`config.mk`:
```
export PLATFORM = sky130hd
export DESIGN_NAME = timed_out_port
export DESIGN_NICKNAME = d
export VERILOG_FILES = /design/src/rtl/timed_out_port.sv
export SDC_FILE = /design/constraint.sdc
export NUM_CORES = 1
export LEC_CHECK = 0
export ABC_AREA = 1
export BUFFER_PORTS_ARGS = -buffer_cell sky130_fd_sc_hd__buf_4
export CORE_AREA = 2 2 52 54
export DETAILED_ROUTE_END_ITERATION = 16
export DIE_AREA = 0 0 54 56
export MAX_ROUTING_LAYER = met4
export SLEW_MARGIN = 15
export SYNTH_ARGS = -nofsm -noshare
export SYNTH_HDL_FRONTEND = slang
export SYNTH_SLANG_ARGS = --single-unit
```
`constraint.sdc`:
```
create_clock -name clk -period 1.3 [get_ports clk]
set_input_delay 0.13 -clock clk [delete_from_list [all_inputs] [get_ports clk]]
set_output_delay 0.13 -clock clk [all_outputs]
set_load 0.05 [all_outputs]
```
`src/rtl/timed_out_port.sv`:
```
module timed_out_port #(
  parameter int W = 8
) (
  input  logic         clk,
  input  logic         rst_n,
  input  logic         wr_en,
  input  logic [1:0]   wr_reg,
  input  logic [W-1:0] wr_data,
  input  logic         evt_reload,
  input  logic         evt_cmp1,
  input  logic         evt_cmp2,
  output logic [W-1:0] port_out,
  output logic         irq
);
  localparam logic [1:0] REG_DATA = 2'd0;
  localparam logic [1:0] REG_CTRL = 2'd1;
  localparam logic [1:0] REG_ACK  = 2'd2;

  logic [W-1:0] stage;
  logic         sync_mode;
  logic [1:0]   src;
  logic [3:0]   evt_vec;
  logic         fire, wr_data_hit, wr_ctrl_hit, wr_ack_hit;

  assign evt_vec     = {evt_cmp2, evt_cmp1, evt_reload, 1'b1};
  assign fire        = sync_mode & evt_vec[src];
  assign wr_data_hit = wr_en && (wr_reg == REG_DATA);
  assign wr_ctrl_hit = wr_en && (wr_reg == REG_CTRL);
  assign wr_ack_hit  = wr_en && (wr_reg == REG_ACK);

  always_ff @(posedge clk) begin
    if (!rst_n) begin
      stage     <= '0;
      port_out  <= '0;
      irq       <= 1'b0;
      sync_mode <= 1'b0;
      src       <= 2'd0;
    end else begin
      if (wr_data_hit) stage <= wr_data;
      if (wr_ctrl_hit) begin
        sync_mode <= wr_data[0];
        src       <= wr_data[2:1];
      end
      if (fire)                          port_out <= stage;
      else if (!sync_mode && wr_data_hit) port_out <= wr_data;
      if (fire)            irq <= 1'b1;
      else if (wr_ack_hit) irq <= 1'b0;
    end
  end
endmodule

```
==> flow_results.xml <==
<?xml version="1.0" encoding="UTF-8"?>
<metrics>
  <group name="status">
    <metric name="run_status" unit="">finished clean</metric>
  </group>
  <group name="detailed_routing">
    <metric name="drtAntennaViolNets" unit="">0</metric>
    <metric name="wirelength" unit="um">2000</metric>
    <metric name="routedWlPerCell" unit="um">10.7</metric>
    <metric name="drt-vias-per-instance" unit="">4.63</metric>
    <metric name="route.vias.total" unit="">871</metric>
    <metric name="detail_route.first_pass.iterations" unit="">4</metric>
    <metric name="drc_errors" unit="">0</metric>
    <metric name="drtIter0Drc" unit="">12</metric>
  </group>
  <group name="place">
    <metric name="dp_cells" unit="">185</metric>
    <metric name="port_buffers" unit="">24</metric>
    <metric name="gp_congestion" unit="">0.827</metric>
    <metric name="postPlaceCellArea" unit="um2">1130</metric>
    <metric name="hpwlAfterDp" unit="um">1530</metric>
  </group>
  <group name="floorplanning">
    <metric name="core_area" unit="um2">2430</metric>
    <metric name="design.die.area" unit="um2">3020</metric>
    <metric name="row_count" unit="">18</metric>
    <metric name="io_pins" unit="">25</metric>
    <metric name="die-height" unit="um">56</metric>
    <metric name="floorplan.die.width" unit="um">54</metric>
    <metric name="floorplan.initialDensity" unit="">0.380</metric>
  </group>
  <group name="sta">
    <metric name="final-max-slew-violation-count" unit="">0</metric>
    <metric name="final.hold.worst_slack" unit="ns">0.0822</metric>
    <metric name="setup-violations-final" unit="">0</metric>
    <metric name="final.min_clock_period" unit="ns">1.18</metric>
    <metric name="maxSlewHeadroom" unit="">0.733</metric>
    <metric name="timing_hold_violations_final" unit="">0</metric>
    <metric name="layout_worst_path_cycle_share" unit="">0.906</metric>
    <metric name="skew" unit="ns">0.00233</metric>
    <metric name="setup_tns" unit="ns">0</metric>
    <metric name="worst_slew_pin_slew" unit="ns">0.399</metric>
    <metric name="setup_repair_after_global_routing_missed_its_margin" unit="">no</metric>
    <metric name="fmaxAchievable" unit="MHz">849</metric>
  </group>
  <group name="min_path">
    <metric name="hold_path.class" unit="">input pin to flip-flop</metric>
  </group>
  <group name="logic_synthesis">
    <metric name="syn-mean-instance-area" unit="um2">7.00</metric>
    <metric name="cell_area_synth" unit="um2">925</metric>
    <metric name="muxShareOfSynthArea" unit="">0</metric>
    <metric name="synth_compound_gate_area_share" unit="">0.0704</metric>
    <metric name="syn-num-nets" unit="">148</metric>
    <metric name="synthCells" unit="">132</metric>
    <metric name="synth-main-ff-cell" unit="">sky130_fd_sc_hd__dfxtp_1</metric>
    <metric name="combinational_family_with_the_most_area_after_synthesis" unit="">simple AND/OR/NAND/NOR gates</metric>
    <metric name="yosys_warnings" unit="">0</metric>
    <metric name="synth-seq-area-share" unit="">0.433</metric>
    <metric name="synth_simple_gate_area_frac" unit="">0.419</metric>
    <metric name="yosysUniqueCellTypes" unit="">18</metric>
    <metric name="yosys.area_share.adder" unit="">0</metric>
    <metric name="synth-seq-cells" unit="">20</metric>
    <metric name="synth_xor_xnor_area_share" unit="">0</metric>
    <metric name="number_of_enable_flip_flop_cells_after_synthesis" unit="">0</metric>
    <metric name="synth-async-reset-ratio" unit="">0</metric>
  </group>
  <group name="power">
    <metric name="max-vdd-ir-drop" unit="V">0.000673</metric>
    <metric name="switching_fraction" unit="">0.291</metric>
    <metric name="p_comb_frac" unit="">0.184</metric>
    <metric name="power.sequential.fraction" unit="">0.563</metric>
    <metric name="total_switching_power" unit="W">0.000343</metric>
    <metric name="clkPwrFrac" unit="">0.253</metric>
    <metric name="internal_power" unit="W">0.000834</metric>
    <metric name="total_leakage_power" unit="nW">0.536</metric>
    <metric name="power-per-cell-area" unit="nW/um2">1020</metric>
  </group>
  <group name="cells_and_area">
    <metric name="final_common_cell" unit="">sky130_fd_sc_hd__nor2_1</metric>
    <metric name="fillers" unit="">267</metric>
    <metric name="flow.area_growth_from_synthesis" unit="%">25.3</metric>
    <metric name="n_antenna_cell" unit="">0</metric>
    <metric name="drive_above_1_share" unit="">0.247</metric>
    <metric name="multi_input_area" unit="um2">453</metric>
    <metric name="finish.instance_area" unit="um2">1160</metric>
    <metric name="final_nets" unit="">176</metric>
    <metric name="layout.cells.most_common_list" unit="">sky130_fd_sc_hd__nor2_1, sky130_fd_sc_hd__buf_4, sky130_fd_sc_hd__nand2_1, sky130_fd_sc_hd__dfxtp_1, sky130_fd_sc_hd__inv_1</metric>
    <metric name="stdcell_count" unit="">188</metric>
    <metric name="ff_latch_area" unit="um2">402</metric>
  </group>
  <group name="clocking">
    <metric name="clk_latency" unit="ns">0.30</metric>
    <metric name="cts_root_buf" unit="">sky130_fd_sc_hd__clkbuf_4</metric>
    <metric name="tritoncts.num_buffers" unit="">3</metric>
    <metric name="cts_hold_buf" unit="">0</metric>
    <metric name="post_cts_setup_buffers" unit="">0</metric>
    <metric name="clk_transition_reported_paths" unit="ns">0.11</metric>
    <metric name="cts_sink_count" unit="">20</metric>
    <metric name="cts_tree" unit="">done</metric>
    <metric name="cts_htree_levels" unit="">1</metric>
    <metric name="max-clock-path-buffers" unit="">2</metric>
  </group>
  <group name="critical_path">
    <metric name="startpoint_type" unit="">flip-flop</metric>
    <metric name="path_cells" unit="">nand3_2 -&gt; nand2_4 -&gt; nor2_1 -&gt; nor2_1 -&gt; nor2_1</metric>
    <metric name="slowest_cell_on_the_critical_path" unit="">sky130_fd_sc_hd__dfxtp_1</metric>
    <metric name="worst_path_most_repeated_cell" unit="">sky130_fd_sc_hd__nor2_1</metric>
    <metric name="crit_required" unit="ns">1.50</metric>
    <metric name="timing.critical_path.max_delay_family" unit="">flip-flops</metric>
    <metric name="worst_setup_path_end_kind" unit="">flip-flop</metric>
    <metric name="cpPeakStageDelay" unit="ns">0.58</metric>
    <metric name="crit_fanout" unit="">8</metric>
    <metric name="worstSetupPathType" unit="">flip-flop to flip-flop</metric>
    <metric name="path_buf_inv" unit="">0</metric>
    <metric name="worstPathArrival" unit="ns">1.38</metric>
  </group>
  <group name="grt">
    <metric name="grt_pass1_wl" unit="um">3560</metric>
    <metric name="via_count_of_the_first_global_routing_pass" unit="">823</metric>
    <metric name="grt_start_max_net_pins" unit="">13</metric>
    <metric name="grt.overflow.total" unit="">0</metric>
    <metric name="grt.total_usage" unit="">0.162</metric>
    <metric name="antenna_found_initial" unit="">0</metric>
  </group>
  <group name="flow_run">
    <metric name="cap_viol_max_count" unit="">0</metric>
  </group>
</metrics>
-- worst reg2reg max path, cell delays in order, from the launching register on --
cell	delay, ns
sky130_fd_sc_hd__dfxtp_1	0.58
sky130_fd_sc_hd__nand3_2	0.18
sky130_fd_sc_hd__nand2_4	0.13
sky130_fd_sc_hd__nor2_1	0.05
sky130_fd_sc_hd__nor2_1	0.09
sky130_fd_sc_hd__nor2_1	0.05
-- flip-flops by register name, indices dropped and copies added (netlist names) --
register,cells
src,2
stage,8
sync_mode,1
irq,1
port_out,8
-- cells by family after synthesis --
kind of cell | Yosys count
buffers and inverters | 17
AND/OR/NAND/NOR | 82
AO/OA/AOI/OAI | 13
flip-flops | 20
-- path summary, 6_finish.rpt --
path,cells past startpoint,slack [ns],from,end
max,5,0.12,sync_mode,port_out[2]
min,3,0.08,wr_data[4],stage[4]
min reg2reg,2,0.48,irq,irq
max reg2reg,5,0.12,sync_mode,port_out[2]
-- Yosys cell counts, types with 2 or more instances --
master / instances / share of area
sky130_fd_sc_hd__a21oi_1: 2 / 0.011
sky130_fd_sc_hd__nand2_4: 2 / 0.024
sky130_fd_sc_hd__nor2_1: 45 / 0.18
sky130_fd_sc_hd__nor2_2: 2 / 0.014
sky130_fd_sc_hd__nand2_1: 20 / 0.081
sky130_fd_sc_hd__inv_1: 12 / 0.049
sky130_fd_sc_hd__o21ai_0: 11 / 0.060
sky130_fd_sc_hd__nand4_1: 8 / 0.054
sky130_fd_sc_hd__dfxtp_1: 20 / 0.43
sky130_fd_sc_hd__inv_2: 2 / 0.0081
-- metrics by stage --
| step | util | power, W | worst slack, ns |
|---|---|---|---|
| after floorplan | - | 0.000812 | 0.262 |
| after global placement | 0.467 | 0.000893 | 0.159 |
| after detailed placement | 0.467 | 0.000895 | 0.135 |
| after CTS | 0.476 | 0.00118 | 0.118 |
| after global routing | 0.476 | 0.00123 | 0.0181 |
| final | 0.476 | 0.00118 | 0.123 |
-- what timing repair did --
action,4_1_cts,5_1_grt
gates resized for setup,0,1
setup endpoints to repair,0,3
hold endpoints to repair,0,0
-- layout make-up --
cell class | count | area share
Multi-Input combinational cell | 95 | 0.391
Sequential cell | 20 | 0.347
Timing Repair Buffer | 25 | 0.162
Inverter | 15 | 0.0486
Tap cell | 30 | 0.0324
Clock buffer | 3 | 0.0194
-- power by group through the flow --
stage	Clock, W	Sequential (W)	Combinational (W)
CTS	0.000300	0.000663	0.000218
floorplan	0	0.000713	0.0000987
global route	0.000320	0.000667	0.000244
finish	0.000298	0.000663	0.000217
detailed placement	0	0.000677	0.000218
global placement	0	0.000677	0.000216
-- layer usage --
metal | up-vias | GRT usage | share of wire
met1 | 391 | 0.218 | 0.49
met3 | 2 | 0.0565 | 0.043
li1 | 464 | - | -
met5 | - | - | 0
met2 | 14 | 0.239 | 0.46
met4 | 0 | 0.0214 | 0.0075
Note: power is estimated with default switching activity, not from simulation.
